<file path="config.mk">
export PLATFORM = sky130hd
export DESIGN_NAME = relay_switchover_seq
export DESIGN_NICKNAME = d
export VERILOG_FILES = /design/src/rtl/rss_pkg.sv /design/src/rtl/rss_tick_gen.sv /design/src/rtl/rss_debounce.sv /design/src/rtl/rss_select.sv /design/src/rtl/relay_switchover_seq.sv
export SDC_FILE = /design/constraint.sdc
export NUM_CORES = 1
export LEC_CHECK = 0
export ABC_AREA = 1
export BUFFER_PORTS_ARGS = -buffer_cell sky130_fd_sc_hd__buf_2
export CORE_MARGIN = 2
export CORE_UTILIZATION = 50
export DETAILED_ROUTE_END_ITERATION = 8
export PLACE_DENSITY = 0.67
export SLEW_MARGIN = 20
export SYNTH_ARGS = -nofsm -noshare
export SYNTH_HDL_FRONTEND = slang
export SYNTH_HIERARCHICAL = 1
export SYNTH_SLANG_ARGS = --single-unit
</file>
<file path="constraint.sdc">
create_clock -name clk -period 3.5 [get_ports clk]
set_input_delay 0.175 -clock clk [delete_from_list [all_inputs] [get_ports clk]]
set_output_delay 0.175 -clock clk [all_outputs]
set_load 0.05 [all_outputs]
</file>
<file path="src/rtl/rss_pkg.sv">
package rss_pkg;

    typedef enum logic [1:0] {
        SEQ_STEADY  = 2'd0,
        SEQ_OVERLAP = 2'd1,
        SEQ_GAP     = 2'd2
    } seq_state_e;

    typedef enum logic [2:0] {
        EV_NONE   = 3'd0,
        EV_TAKE   = 3'd1,
        EV_DROP   = 3'd2,
        EV_START  = 3'd3,
        EV_COUNT  = 3'd4,
        EV_FINISH = 3'd5
    } seq_event_e;

    localparam logic MODE_OVERLAP  = 1'b0;
    localparam logic MODE_DEADBAND = 1'b1;

endpackage

</file>
<file path="src/rtl/rss_tick_gen.sv">
module rss_tick_gen #(
    parameter int PRE_DIV   = 250,
    parameter int PRE_COUNT = 256
) (
    input  logic clk,
    input  logic rst_n,
    output logic tick
);
    localparam int PW = (PRE_DIV   > 1) ? $clog2(PRE_DIV)   : 1;
    localparam int SW = (PRE_COUNT > 1) ? $clog2(PRE_COUNT) : 1;

    logic [PW-1:0] pre_cnt;
    logic [SW-1:0] sub_cnt;
    logic          pre_wrap;
    logic          sub_wrap;

    assign pre_wrap = (pre_cnt == PW'(PRE_DIV - 1));
    assign sub_wrap = (sub_cnt == SW'(PRE_COUNT - 1));
    assign tick     = pre_wrap && sub_wrap;

    always_ff @(posedge clk or negedge rst_n) begin
        if (!rst_n) begin
            pre_cnt <= '0;
            sub_cnt <= '0;
        end else begin
            if (pre_wrap) begin
                pre_cnt <= '0;
                if (sub_wrap) sub_cnt <= '0;
                else          sub_cnt <= sub_cnt + SW'(1);
            end else begin
                pre_cnt <= pre_cnt + PW'(1);
            end
        end
    end

    generate
        if (PRE_DIV * PRE_COUNT > 1) begin : g_spacing
            AST_TICK_SPACED: assert property (@(posedge clk) disable iff (!rst_n)
                tick |=> !tick);
        end
    endgenerate

endmodule

</file>
<file path="src/rtl/rss_debounce.sv">
module rss_debounce #(
    parameter int DB_W = 8
) (
    input  logic            clk,
    input  logic            rst_n,
    input  logic            tick,
    input  logic            raw_n,
    input  logic [DB_W-1:0] limit_in,
    output logic            level_n
);
    logic            sync1;
    logic            sync2;
    logic [DB_W-1:0] run_cnt;
    logic [DB_W:0]   limit_eff;
    logic [DB_W:0]   run_next;

    assign limit_eff = (limit_in == '0) ? (DB_W+1)'(1) : {1'b0, limit_in};
    assign run_next  = {1'b0, run_cnt} + (DB_W+1)'(1);

    always_ff @(posedge clk or negedge rst_n) begin
        if (!rst_n) begin
            sync1 <= 1'b1;
            sync2 <= 1'b1;
        end else begin
            sync1 <= raw_n;
            sync2 <= sync1;
        end
    end

    always_ff @(posedge clk or negedge rst_n) begin
        if (!rst_n) begin
            level_n <= 1'b1;
            run_cnt <= '0;
        end else if (tick) begin
            if (sync2 != level_n) begin
                if (run_next >= limit_eff) begin
                    level_n <= sync2;
                    run_cnt <= '0;
                end else begin
                    run_cnt <= run_next[DB_W-1:0];
                end
            end else begin
                run_cnt <= '0;
            end
        end
    end

    AST_LEVEL_ON_TICK: assert property (@(posedge clk) disable iff (!rst_n)
        !tick |=> $stable(level_n));

endmodule

</file>
<file path="src/rtl/rss_select.sv">
module rss_select #(
    parameter int NCH = 3,
    parameter int IW  = (NCH > 1) ? $clog2(NCH) : 1
) (
    input  logic [NCH-1:0] level_n,
    output logic           req_valid,
    output logic [IW-1:0]  req_idx
);
    always_comb begin
        req_valid = 1'b0;
        req_idx   = '0;
        for (int i = NCH - 1; i >= 0; i--) begin
            if (!level_n[i]) begin
                req_valid = 1'b1;
                req_idx   = IW'(i);
            end
        end
    end
endmodule

</file>
<file path="src/rtl/relay_switchover_seq.sv">
module relay_switchover_seq
    import rss_pkg::*;
#(
    parameter int NCH       = 3,
    parameter int DLY_W     = 8,
    parameter int DB_W      = 8,
    parameter int PRE_DIV   = 250,
    parameter int PRE_COUNT = 256
) (
    input  logic             clk,
    input  logic             rst_n,
    input  logic [NCH-1:0]   sw_req_n,
    input  logic             mode_sel,
    input  logic [DLY_W-1:0] switch_delay,
    input  logic [DB_W-1:0]  debounce_ticks,
    output logic [NCH-1:0]   ch_en
);
    localparam int IW = (NCH > 1) ? $clog2(NCH) : 1;
    localparam logic [NCH-1:0] ONE = NCH'(1);

    logic            tick;
    logic [NCH-1:0]  level_n;
    logic            req_valid;
    logic [IW-1:0]   req_idx;

    seq_state_e      state_q, state_d;
    seq_event_e      ev;
    logic            cur_valid;
    logic [IW-1:0]   cur_idx;
    logic [IW-1:0]   tgt_idx;
    logic [DLY_W-1:0] timer_q;

    rss_tick_gen #(
        .PRE_DIV   (PRE_DIV),
        .PRE_COUNT (PRE_COUNT)
    ) u_tick (
        .clk   (clk),
        .rst_n (rst_n),
        .tick  (tick)
    );

    generate
        for (genvar g = 0; g < NCH; g++) begin : g_db
            rss_debounce #(.DB_W(DB_W)) u_db (
                .clk      (clk),
                .rst_n    (rst_n),
                .tick     (tick),
                .raw_n    (sw_req_n[g]),
                .limit_in (debounce_ticks),
                .level_n  (level_n[g])
            );
        end
    endgenerate

    rss_select #(.NCH(NCH), .IW(IW)) u_sel (
        .level_n   (level_n),
        .req_valid (req_valid),
        .req_idx   (req_idx)
    );

    // Next state and event decode
    always_comb begin
        state_d = state_q;
        ev      = EV_NONE;
        if (tick) begin
            unique case (state_q)
                SEQ_STEADY: begin
                    if (!req_valid && cur_valid) begin
                        ev = EV_DROP;
                    end else if (req_valid && !cur_valid) begin
                        ev = EV_TAKE;
                    end else if (req_valid && (req_idx != cur_idx)) begin
                        ev      = EV_START;
                        state_d = (mode_sel == MODE_OVERLAP) ? SEQ_OVERLAP : SEQ_GAP;
                    end
                end
                SEQ_OVERLAP, SEQ_GAP: begin
                    if (timer_q <= DLY_W'(1)) begin
                        ev      = EV_FINISH;
                        state_d = SEQ_STEADY;
                    end else begin
                        ev = EV_COUNT;
                    end
                end
                default: state_d = SEQ_STEADY;
            endcase
        end
    end

    // State register
    always_ff @(posedge clk or negedge rst_n) begin
        if (!rst_n) state_q <= SEQ_STEADY;
        else        state_q <= state_d;
    end

    // Outputs and sequence data
    always_ff @(posedge clk or negedge rst_n) begin
        if (!rst_n) begin
            ch_en     <= '0;
            cur_valid <= 1'b0;
            cur_idx   <= '0;
            tgt_idx   <= '0;
            timer_q   <= '0;
        end else begin
            unique case (ev)
                EV_TAKE: begin
                    ch_en     <= ONE << req_idx;
                    cur_valid <= 1'b1;
                    cur_idx   <= req_idx;
                end
                EV_DROP: begin
                    ch_en     <= '0;
                    cur_valid <= 1'b0;
                end
                EV_START: begin
                    tgt_idx <= req_idx;
                    timer_q <= switch_delay;
                    if (mode_sel == MODE_OVERLAP) ch_en <= ch_en | (ONE << req_idx);
                    else                          ch_en <= '0;
                end
                EV_COUNT: begin
                    timer_q <= timer_q - DLY_W'(1);
                end
                EV_FINISH: begin
                    ch_en   <= ONE << tgt_idx;
                    cur_idx <= tgt_idx;
                end
                default: ;
            endcase
        end
    end

    AST_STEADY_ONEHOT: assert property (@(posedge clk) disable iff (!rst_n)
        (state_q == SEQ_STEADY) |-> $onehot0(ch_en));
    AST_OVERLAP_PAIR: assert property (@(posedge clk) disable iff (!rst_n)
        (state_q == SEQ_OVERLAP) |-> ($countones(ch_en) == 2));
    AST_GAP_DARK: assert property (@(posedge clk) disable iff (!rst_n)
        (state_q == SEQ_GAP) |-> (ch_en == '0));
    AST_EN_ON_TICK: assert property (@(posedge clk) disable iff (!rst_n)
        !tick |=> $stable(ch_en));
    AST_HELD_IN_SEQ: assert property (@(posedge clk) disable iff (!rst_n)
        (state_q != SEQ_STEADY) && !(tick && timer_q <= DLY_W'(1)) |=> $stable(tgt_idx));

endmodule

</file>
== Word-level counts from Yosys, hierarchy flattened ==
Index checks and enable logic that the tools add are counted.

* Register bits: 67
* Logic and storage cells: 99
* Output and inout bits: 3
* Input bits: 22

* Add/subtract/negate cells: 6
* Multiplexer cells: 32
* Reduce and logical (&&, ||, !) cells: 17
* Eq/ne operators: 17
* Shift-type cells: 2
* Order comparisons: 4
* Bitwise operators: 1

{| class="wikitable"
|+ Operators by type and width
! operator !! count
|-
| 8-bit two-way mux || 9
|-
| 8-bit by 1-bit adder with 9-bit output, second input constant || 3
|-
| 2-bit two-way mux || 11
|-
| 9-bit by 8-bit greater-or-equal comparator with 1-bit output || 2
|-
| 8-bit by 1-bit adder with 8-bit output, second input constant || 2
|-
| 8-bit == test, second input constant || 2
|-
| 8-bit one-hot mux with 2 select lines || 1
|-
| 3-bit one-hot mux with 4 select lines || 1
|-
| 9-bit greater-or-equal comparator || 1
|-
| 3-bit AND reduction || 3
|-
| 8-bit by 1-bit less-or-equal comparator with 1-bit output, second input constant || 1
|-
| 8-bit zero test || 1
|-
| 2-bit != test, second input constant || 4
|-
| 2-bit one-hot mux with 2 select lines || 2
|-
| 8-bit by 1-bit subtractor with 8-bit output, second input constant || 1
|-
| 3-bit by 2-bit == test with 1-bit output, second input constant || 2
|-
| 3-bit == test, second input constant || 2
|-
| 3-bit two-way mux || 2
|-
| 3-bit one-hot mux with 2 select lines || 1
|-
| 2-bit nonzero test || 3
|-
| 1-bit by 2-bit left shift with 3-bit output, first input constant || 2
|-
| 5-bit AND reduction || 1
|-
| 1-bit logical AND || 4
|-
| 1-bit two-way mux || 4
|-
| other kinds (11) || 14
|}

== Longest topological paths before layout ==
Gate-level depths: netlist of run 1.

* Word-level depth: 12
* Mapped depth: 17

== Cells and area by module ==
Netlist of run 1, hierarchy kept.

{| class="wikitable"
|+ Modules (own cells, without submodules)
! module !! times used !! area an instance (µm²) !! cells each !! sequential area each (µm²)
|-
| rss_debounce || 3 || 774.5 || 97 || 279.0
|-
| relay_switchover_seq || 1 || 1,426.4 || 190 || 450.4
|-
| rss_tick_gen || 1 || 873.3 || 113 || 400.4
|-
| rss_select || 1 || 22.5 || 5 || 0.0
|}

== Least setup slack after synthesis of run 1 ==
No wires, ideal clock.

* Path type: register to register
* Start point: reg u_tick.pre_cnt[1]
* End point: reg timer_q[3]
* Arrival time: 2.625 ns
* Cell stages (with the launch flop): 17
* Path buffers: 2
* Required time: 3.435 ns
* Path slack: 0.810 ns
* Period minus slack after synthesis: 2.690 ns
* Cell sequence: dfrtp_1 > inv_1 > ha_1 > nand3_1 > nor2_4 > buf_6 > nand2_2 > nor3_2 > nand2_1 > nor2_2 > nand3_4 > nor2_8 > inv_4 > nand2_4 > buf_12 > o211ai_2 > nand2_1

* Word-level cells in the longest chain between the ends: 5
* Elaborated cells on any way between the ends: 7
* Those cells by class: eq/ne (3); mux (2); reduce/logical (2)

{| class="wikitable"
|+ Ends and longest elaborated chain
! what !! RTL line !! RTL
|-
| from (decl) || rss_tick_gen.sv:12 || <nowiki>logic [PW-1:0] pre_cnt;</nowiki>
|-
| from (signal assigned) || rss_tick_gen.sv:31 || <nowiki>pre_cnt <= pre_cnt + PW'(1);</nowiki>
|-
| 8-bit == test (*) || rss_tick_gen.sv:17 || <nowiki>assign pre_wrap = (pre_cnt == PW'(PRE_DIV - 1));</nowiki>
|-
| 1-bit logical AND (*) || rss_tick_gen.sv:19 || <nowiki>assign tick = pre_wrap && sub_wrap;</nowiki>
|-
| named net tick || relay_switchover_seq.sv:21 || <nowiki>logic tick;</nowiki>
|-
| 3-bit two-way mux (*) || relay_switchover_seq.sv:65 || <nowiki>if (tick) begin</nowiki>
|-
| 3-bit == test / 3-bit by 2-bit == test with 1-bit output (equally long branches) || relay_switchover_seq.sv:105 || <nowiki>unique case (ev)</nowiki>
|-
| 8-bit one-hot mux with 2 select lines / 2-bit nonzero test (equally long branches) || -- ||
|-
| to (signal assigned) || relay_switchover_seq.sv:117 || <nowiki>timer_q <= switch_delay;</nowiki>
|-
| to (signal assigned) || relay_switchover_seq.sv:122 || <nowiki>timer_q <= timer_q - DLY_W'(1);</nowiki>
|-
| to (decl) || relay_switchover_seq.sv:31 || <nowiki>logic [DLY_W-1:0] timer_q;</nowiki>
|}

The timed path passes the listed nets; every way through them passes the cells marked *.
A chain may end at the register's enable or synchronous reset.

== Worst setup path in the final report of run 1 ==
* Start point: reg u_tick.sub_cnt[1]
* End point: reg timer_q[0]

* Word-level cells in the longest chain between the ends: 5
* Elaborated cells on any way between the ends: 7
* Those cells by class: eq/ne (3); mux (2); reduce/logical (2)

{| class="wikitable"
|+ Ends and longest elaborated chain
! what !! RTL line !! RTL
|-
| from (decl) || rss_tick_gen.sv:13 || <nowiki>logic [SW-1:0] sub_cnt;</nowiki>
|-
| from (signal assigned) || rss_tick_gen.sv:29 || <nowiki>else sub_cnt <= sub_cnt + SW'(1);</nowiki>
|-
| 8-bit == test (*) || rss_tick_gen.sv:18 || <nowiki>assign sub_wrap = (sub_cnt == SW'(PRE_COUNT - 1));</nowiki>
|-
| 1-bit logical AND (*) || rss_tick_gen.sv:19 ||
|-
| named net tick || relay_switchover_seq.sv:21 ||
|-
| 3-bit two-way mux (*) || relay_switchover_seq.sv:65 ||
|-
| 3-bit == test / 3-bit by 2-bit == test with 1-bit output (equally long branches) || relay_switchover_seq.sv:105 ||
|-
| 8-bit one-hot mux with 2 select lines / 2-bit nonzero test (equally long branches) || -- ||
|}

Marks and branches as above.

==> flow_metrics.env, run 1 <==
export IMPL_ys_types=42
export IMPL_vias=3788
export IMPL_place_gp_congestion=0.8824
export IMPL_endpoint_kind="flop"
export IMPL_cpLargestDelayFamily="simple AND/OR/NAND/NOR gates"
export IMPL_cp_slowest_stage_delay_ps=390
export IMPL_fin_crit_ps=2393
export IMPL_boundaryPins=25
export IMPL_crit_buf_inv=3
export IMPL_grt_pass1_vias=3664
export IMPL_cap_violations=0
export IMPL_p_leak_uw=0.002818
export IMPL_ys_seq_area_share_pct=36.33
export IMPL_clock_sinks=67
export IMPL_status="finished clean"
export IMPL_timing_rr_end="timer_q[0]$_DFFE_PN0P_"
export IMPL_instances_no_fill=755
export IMPL_path_cells="ha_1, nand2_1, nor2_2, nand2_2, nor3_2, buf_4, nand2_1, nor2_2, nand3_4, nor2_8, inv_4, nand2_4, inv_1, nand2_1, nand3_1"
export IMPL_firstDrtPassIters=5
export IMPL_rsz0062_at_grt="no"
export IMPL_clkTransAtPathRegs_ps=70
export IMPL_hold_viol_final=0
export IMPL_crit_required_ps=3730
export IMPL_fp_dieW_um=100.4
export IMPL_grt_antenna_before_repair=0
export IMPL_start_util_pct=51.00
export IMPL_routed_via_density=5.017
export IMPL_cts_resized=0
export IMPL_place_hpwl_mm=6.807
export IMPL_maxSlewHeadroom_pct=57.12
export IMPL_area_delta_synth_final_pct=11.50
export IMPL_detail_route_antenna_nets=0
export IMPL_grt_pass1_wl_mm=16.11
export IMPL_drive_above_1_share_pct=18.17
export IMPL_finalClockSkew_ps=7.906
export IMPL_critPathKind="flop to flop"
export IMPL_cts_buffers=9
export IMPL_synth_area_leader_cell="dfrtp_1"
export IMPL_fmax_mhz=417.9
export IMPL_avgSynthCellArea_sq_um=7.756
export IMPL_r2r_cells=15
export IMPL_layout_nets=695
export IMPL_synth_area_leaders="dfrtp_1 (31%), nand2_1 (15%), ha_1 (9.2%)"
export IMPL_hold_buffers=4
export IMPL_crit_end="timer_q[0]$_DFFE_PN0P_"
export IMPL_total_power_uw=1654
export IMPL_synth_top_area_share_pct=31.24
export IMPL_fill_cells=835
export IMPL_utilization_pct=56.87
export IMPL_min_path_type="primary input to flop"
export IMPL_worst_path_max_delay_cell="dfrtp_1"
export IMPL_vdd_drop_max_v=0.0002033
export IMPL_detail_route_wl_per_cell_um=11.77
export IMPL_rows=35
export IMPL_syn_nets=655
export IMPL_synth_edf_count=0
export IMPL_yosysWarningCount=6
export IMPL_synth_top_flop_cell="dfrtp_1"
export IMPL_tightestPinTransition_ps=643.2
export IMPL_ys_ff_latch=67
export IMPL_crit_path_start="u_tick/sub_cnt[1]$_DFFE_PN0N_"
export IMPL_rr_startpoint="u_tick/sub_cnt[1]$_DFFE_PN0N_"
export IMPL_dp_cells=735
export IMPL_overflow=0
export IMPL_wl_mm=8.888
export IMPL_drcViolationCount=0
export IMPL_finalSetupTns_ps=0
export IMPL_grt_max_degree=28
export IMPL_port_buffers=24
export IMPL_cts_setup_buffers=0
export IMPL_syn_area_sq_um=4646
export IMPL_cts_buffer_depth=2
export IMPL_die_area_sq_um=10080
export IMPL_power_density_nw_per_um2=319.2
export IMPL_slew_viol_final=0
export IMPL_cts_root_buf="clkbuf_8"
export IMPL_synth_cells=599
export IMPL_synth_commonest_cells="nand2_1 (181), inv_1 (88), dfrtp_1 (58)"
export IMPL_grt_total_usage_pct=19.80
export IMPL_core_area_sq_um=9109
export IMPL_drt_initial_drc_count=138
export IMPL_cp_depth=15
export IMPL_clk_latency_ps=350
export IMPL_die_y_um=100.4
export IMPL_fin_crit_sh_pct=68.36
export IMPL_cts_htree_levels=3
export IMPL_async_flop_share_pct=100.0
export IMPL_cts_tree="yes"
export IMPL_timing_hold_ws_ps=56.43
export IMPL_worst_ep_arrival_time_ps=2620
export IMPL_r2r_slack_ps=1110
export IMPL_setup_violations=0
export IMPL_synth_most_common_cell="nand2_1"
export IMPL_cp_start_kind="flop"
export IMPL_crit_fanout=14
export IMPL_n_antenna_cell=0
export IMPL_cpMostUsedCell="nand2_1"
metrics by stage:
step                      setup slack [ps]  area [sq um]
after floorplan                      809.6          4646
final                                 1107          5180
after global placement                1175          4892
after detailed placement              1115          4892
after global routing                 859.4          5180
after CTS                             1091          5180
cell type report:
| type | instances | area [sq um] | area share (%) |
|---|---|---|---|
| clock inverter | 7 | 123.9 | 2.391 |
| inverter | 101 | 381.6 | 7.367 |
| timing repair buffer | 33 | 197.7 | 3.816 |
| multi-input combinational | 427 | 2526 | 48.77 |
| sequential | 67 | 1688 | 32.58 |
| clock buffer | 9 | 123.9 | 2.391 |
| tap | 111 | 138.9 | 2.681 |
cell usage in the layout, fill, tap and decap left out, types with 5 or more instances in the layout:
cell / instances
nor3_1: 7
nand4_1: 7
nand2_2: 13
xor2_1: 22
nor2_2: 11
nand2_1: 181
dfstp_2: 9
a21oi_1: 10
ha_1: 34
nand3_2: 5
dfrtp_1: 58
inv_1: 88
o21ai_1: 10
o22ai_1: 9
clkbuf_8: 9
buf_2: 24
nand3_1: 37
o21ai_0: 13
inv_2: 8
buf_4: 5
o21ai_2: 9
nor2_1: 26
per-layer routing:
metal | global-route usage, % | share of wire (%) | vias to the layer above | wire length (um)
li1 | - | - | 1994 | -
met3 | 4.109 | 3.0 | 17 | 266
met1 | 26.60 | 49 | 1726 | 4355
met4 | 7.060 | 2.1 | 0 | 189
met5 | 0 | 0 | - | 0
met2 | 31.80 | 46 | 51 | 4078
sequential cells by signal, summed over array words and instances (netlist names), 3 cells and up:
signal             cells
ch_en                  3
g_db.u_db/sync1        3
u_tick/pre_cnt         8
g_db.u_db/level_n      3
timer_q                8
g_db.u_db/run_cnt     24
u_tick/sub_cnt         8
g_db.u_db/sync2        3
worst register-to-register path: cells and delay by family (launching register included):
family | cells | cell delay, ps
buffers and inverters | 3 | 310
adder cells (fa/ha/maj) | 1 | 210
flip-flops | 1 | 390
AND/OR/NAND/NOR | 11 | 1370
power breakdown:
| group | internal, uW | switching [uW] |
|---|---|---|
| Combinational | 27.0 | 44.5 |
| Clock | 479 | 321 |
| Sequential | 780 | 1.88 |
worst min-delay path by stage:
stage	start	end	slack (ps)	cells after the start
after detailed placement	rst_n	g_db[2].u_db/run_cnt[6]$_DFFE_PN0P_	230	1
after CTS	switch_delay[0]	timer_q[0]$_DFFE_PN0P_	50	3
after global routing	switch_delay[0]	timer_q[0]$_DFFE_PN0P_	50	3
after floorplan	rst_n	ch_en[0]$_DFFE_PN0P_	-120	0
after global placement	rst_n	g_db[2].u_db/run_cnt[6]$_DFFE_PN0P_	230	1
final	switch_delay[0]	timer_q[0]$_DFFE_PN0P_	60	3
cell families after synthesis:
logic type                 after synthesis  share of synthesized area [%]
adders and majority gates               34                          9.157
xor gates and xnor gates                27                          5.575
buffers and inverters                  105                          9.292
and+or+nand+nor                        302                          30.70
DFF                                     67                          36.33
AOI/OAI and AO/OA                       64                          8.942
Note: power is estimated with default switching activity, not from simulation.
==> run 2: changes to the inputs <==
clock period = 2.4 ns   (was 3.5 ns; I/O delays follow)
==> flow_metrics.env, run 2 (synthesis results as in run 1) <==
export IMPL_finalClockSkew_ps=15.09
export IMPL_p_leak_uw=0.002841
export IMPL_rsz0062_at_grt="no"
export IMPL_dp_cells=734
export IMPL_crit_required_ps=2640
export IMPL_multiInputGateArea_sq_um=2582
export IMPL_routed_via_density=4.978
export IMPL_hold_viol_final=0
export IMPL_final_common_cell="nand2_1"
export IMPL_min_path_type="primary input to flop"
export IMPL_core_area_sq_um=9109
export IMPL_grt_pass1_vias=3625
export IMPL_fill_cells=830
export IMPL_place_gp_congestion=0.8313
export IMPL_overflow=0
export IMPL_fin_crit_ps=2182
export IMPL_grt_pass1_wl_mm=16.04
export IMPL_endpoint_kind="flop"
export IMPL_total_power_uw=2216
export IMPL_fmax_mhz=458.2
export IMPL_worst_slack_ps=217.6
export IMPL_vdd_drop_max_v=0.0002760
export IMPL_grt_max_degree=42
export IMPL_area_delta_synth_final_pct=12.60
export IMPL_cts_buffer_depth=2
export IMPL_grt_total_usage_pct=19.40
export IMPL_timing_hold_ws_ps=25.71
export IMPL_port_buffers=24
export IMPL_detail_route_wl_per_cell_um=11.73
export IMPL_clock_sinks=67
export IMPL_start_util_pct=51.00
export IMPL_wl_mm=8.906
export IMPL_instances_no_fill=759
export IMPL_worst_ep_arrival_time_ps=2420
export IMPL_drcViolationCount=0
export IMPL_drive_above_1_share_pct=19.29
export IMPL_cts_tree="yes"
export IMPL_critPathKind="flop to flop"
export IMPL_clk_latency_ps=330
export IMPL_maxSlewHeadroom_pct=56.22
export IMPL_slew_viol_final=0
export IMPL_regArea_sq_um=1689
export IMPL_grt_antenna_before_repair=0
export IMPL_fp_dieW_um=100.4
export IMPL_tightestPinTransition_ps=656.7
export IMPL_cp_start_kind="flop"
export IMPL_drt_initial_drc_count=191
export IMPL_die_area_sq_um=10080
export IMPL_die_y_um=100.4
export IMPL_place_ws_ps=65.79
export IMPL_crit_fanout=10
export IMPL_largest_register_ffs=24
export IMPL_power_density_nw_per_um2=423.5
export IMPL_place_hpwl_mm=6.629
export IMPL_n_antenna_cell=0
export IMPL_fin_crit_sh_pct=90.93
export IMPL_rows=35
export IMPL_firstDrtPassIters=4
export IMPL_layout_nets=699
export IMPL_cts_buffers=9
export IMPL_clkTransAtPathRegs_ps=80
export IMPL_setup_violations=0
export IMPL_largest_register="g_db.u_db/run_cnt"
export IMPL_status="finished clean"
export IMPL_boundaryPins=25
export IMPL_cts_htree_levels=3
export IMPL_utilization_pct=57.43
export IMPL_detail_route_antenna_nets=0
export IMPL_vias=3778
export IMPL_cts_root_buf="clkbuf_8"
export IMPL_final_cell_mix="nand2_1 (179), inv_1 (87), dfrtp_1 (57), nand3_1 (36), ha_1 (34)"
export IMPL_cap_violations=0
run 2: final cells by class:
type,count,area share (%)
well taps,111,2.655
inverters,101,7.295
multi-input cells,428,49.37
flip-flops and latches,67,32.29
clock buffers,15,3.372
clock inverters,1,0.5740
repair buffers,36,4.449
run 2: worst paths after layout:
check / startpoint / end / slack (ps) / cells past startpoint
max in group asynchronous: rst_n / g_db[1].u_db/level_n$_DFFE_PN1P_ / 1340 / 3
min reg2reg: g_db[2].u_db/sync1$_DFF_PN1_ / g_db[2].u_db/sync2$_DFF_PN1_ / 350 / 0
min in group asynchronous: rst_n / g_db[2].u_db/run_cnt[7]$_DFFE_PN0P_ / 350 / 2
min: switch_delay[0] / timer_q[0]$_DFFE_PN0P_ / 30 / 3
max reg2reg: g_db[0].u_db/run_cnt[0]$_DFFE_PN0P_ / g_db[0].u_db/run_cnt[2]$_DFFE_PN0P_ / 220 / 13
max: g_db[0].u_db/run_cnt[0]$_DFFE_PN0P_ / g_db[0].u_db/run_cnt[2]$_DFFE_PN0P_ / 220 / 13
run 2: critical path, cell delays in order, from the launching register on:
cell     delay, ps
dfrtp_1        420
ha_1           250
nand3_1        130
xor2_1         250
ha_1           290
nand2_1         80
inv_1           40
nand2_1         50
nand3_1         70
nand2_1         60
nand2_1         60
nand2_1         80
nand2_2        140
o21ai_0        190
run 2: metrics by stage:
stage | setup TNS, ps | instance area [sq um]
final | 0 | 5231
after global routing | 0 | 5231
after CTS | 0 | 5165
after detailed placement | 0 | 4918
after global placement | 0 | 4918
after floorplan | -381.5 | 4667
run 2: timing repair:
item,4_1_cts,5_1_grt
gates resized for setup,0,7
setup buffers,0,4
hold buffers,4,0
endpoints found under the hold margin,26,0
setup endpoints to repair,0,16
run 2: where the power goes:
part	internal, uW	switching, uW	total, uW
logic	40.4	63.8	104
registers	1140	2.56	1140
clock network	568	403	970
total	1750	469	2220
run 2: routing by layer:
layer	track usage (%)	up-vias	routed length, um
met1	26.97	1726	4484
met2	31.85	53	4069
met4	4.320	0	72
met3	3.343	7	279
met5	0	-	0
li1	-	1992	-
==> run 3: changes to the inputs <==
CORE_UTILIZATION = 60   (was 50)
PLACE_DENSITY = 0.78   (was 0.67)
==> flow_metrics.env, run 3 (synthesis results as in run 1) <==
export IMPL_drt_initial_drc_count=182
export IMPL_grt_pass1_wl_mm=16.74
export IMPL_fill_cells=618
export IMPL_clkTransAtPathRegs_ps=80
export IMPL_rr_startpoint="g_db[2].u_db/run_cnt[0]$_DFFE_PN0P_"
export IMPL_r2r_slack_ps=180
export IMPL_status="finished clean"
export IMPL_final_common_cell="nand2_1"
export IMPL_multiInputGateArea_sq_um=2577
export IMPL_min_path_type="primary input to flop"
export IMPL_cp_start_kind="flop"
export IMPL_timing_rr_end="g_db[2].u_db/level_n$_DFFE_PN1P_"
export IMPL_n_antenna_cell=0
export IMPL_finalSetupTns_ps=0
export IMPL_grt_max_degree=68
export IMPL_slew_viol_final=0
export IMPL_fmax_mhz=450.3
export IMPL_drcViolationCount=0
export IMPL_die_area_sq_um=8463
export IMPL_finalClockSkew_ps=7.751
export IMPL_p_leak_uw=0.002877
export IMPL_setup_violations=0
export IMPL_drive_above_1_share_pct=19.97
export IMPL_fin_crit_ps=2221
export IMPL_cts_htree_levels=3
export IMPL_grt_antenna_before_repair=0
export IMPL_detail_route_wl_per_cell_um=12.69
export IMPL_cts_buffers=9
export IMPL_wl_mm=9.559
export IMPL_grt_pass1_vias=3928
export IMPL_final_cell_mix="nand2_1 (179), inv_1 (88), dfrtp_1 (57), nand3_1 (35), ha_1 (34)"
export IMPL_clk_latency_ps=350
export IMPL_crit_end="g_db[2].u_db/level_n$_DFFE_PN1P_"
export IMPL_area_delta_synth_final_pct=13.65
export IMPL_maxSlewHeadroom_pct=75.78
export IMPL_largest_register="g_db.u_db/run_cnt"
export IMPL_largest_register_ffs=24
export IMPL_hold_viol_final=0
export IMPL_worst_ep_arrival_time_ps=2510
export IMPL_endpoint_kind="flop"
export IMPL_crit_path_start="g_db[2].u_db/run_cnt[0]$_DFFE_PN0P_"
export IMPL_r2r_cells=15
export IMPL_crit_fanout=10
export IMPL_firstDrtPassIters=4
export IMPL_port_buffers=24
export IMPL_routed_via_density=5.293
export IMPL_regArea_sq_um=1689
export IMPL_cts_tree="yes"
export IMPL_cap_violations=0
export IMPL_place_hpwl_mm=6.751
export IMPL_layout_nets=702
export IMPL_place_gp_congestion=0.8746
export IMPL_crit_required_ps=2690
export IMPL_detail_route_antenna_nets=0
export IMPL_fp_dieW_um=92.00
export IMPL_grt_total_usage_pct=24.23
export IMPL_vias=3986
export IMPL_core_area_sq_um=7607
export IMPL_start_util_pct=61.07
export IMPL_die_y_um=92.00
export IMPL_overflow=0
export IMPL_power_density_nw_per_um2=437.5
export IMPL_place_ws_ps=72.24
export IMPL_total_power_uw=2310
export IMPL_fin_crit_sh_pct=92.52
export IMPL_rows=32
export IMPL_critPathKind="flop to flop"
export IMPL_clock_sinks=67
export IMPL_vdd_drop_max_v=0.0002980
export IMPL_boundaryPins=25
export IMPL_tightestPinTransition_ps=363.3
export IMPL_cts_root_buf="clkbuf_8"
export IMPL_cts_buffer_depth=2
export IMPL_worst_slack_ps=179.4
[run 3: changes by cell type in the layout (fill, tap and decap cells not counted), moves of 2 or more]
cell and delta:
clkbuf_1 -3, clkbuf_8 -2, nand2_2 -2, buf_4 +2
clkinvlp_4 +2, nand2_4 +2
[run 3: area by class of cell]
class / count / share of cell area [%]
clock buffers: 10 / 2.607
clock inverters: 6 / 1.682
inverters: 101 / 7.227
multi-input cells: 427 / 48.82
flip-flops and latches: 67 / 31.99
well taps: 102 / 2.417
repair buffers: 40 / 5.261
[run 3: per-stage QoR]
stage | std cells | util, % | instance area, sq um | hold slack (ps)
3_3_place_gp | 725 | 64.51 | 4907 | 165.7
2_1_floorplan | 599 | - | 4667 | -175.6
5_1_grt | 753 | 69.41 | 5280 | 69.25
4_1_cts | 746 | 68.14 | 5184 | 42.89
3_5_place_dp | 725 | 64.51 | 4907 | 171.0
6_report | 753 | 69.41 | 5280 | 60.69
[run 3: how the worst min path moves through the flow]
stage | startpoint | endpoint | slack (ps) | depth (start not counted)
after floorplan | rst_n | ch_en[0]$_DFFE_PN0P_ | -180 | 0
after global placement | rst_n | g_db[2].u_db/run_cnt[6]$_DFFE_PN0P_ | 170 | 2
after detailed placement | rst_n | g_db[2].u_db/run_cnt[6]$_DFFE_PN0P_ | 170 | 2
after CTS | mode_sel | state_q[0]$_DFFE_PN0P_ | 40 | 2
after global routing | mode_sel | state_q[0]$_DFFE_PN0P_ | 70 | 2
final | mode_sel | state_q[0]$_DFFE_PN0P_ | 60 | 2
[run 3: power breakdown]
group | switching [uW] | total, uW | internal (uW)
Clock | 449 | 1060 | 613
Sequential | 2.45 | 1140 | 1140
Combinational | 65.8 | 108 | 42.3
Total | 517 | 2310 | 1790
[run 3: per-layer routing]
metal  GRT usage (%)  routed length, um  vias to the layer above
li1                -                  -                     2002
met2           43.26               4912                       74
met3           2.958                315                       12
met1           30.04               4216                     1898
met4           9.080                115                        0
met5               0                  0                        -
[run 3: what timing repair did]
item / CTS / global route
hold buffers: 5 / 0
setup buffers: 0 / 7
endpoints found under the hold margin: 62 / 0
resized for setup: 0 / 7
endpoints found under the setup margin: 0 / 17
[run 3: critical path, cell delays in order (launching register included)]
cell,delay [ps]
dfrtp_1,440
ha_1,220
nand3_1,140
xor2_1,200
ha_1,310
nand2_1,70
nor2_1,130
nand2_1,70
nand3_1,60
nand2_1,50
nand2_1,60
nand2_1,60
nand2_2,170
nand2_1,70
nand2_1,60
nand2_1,50
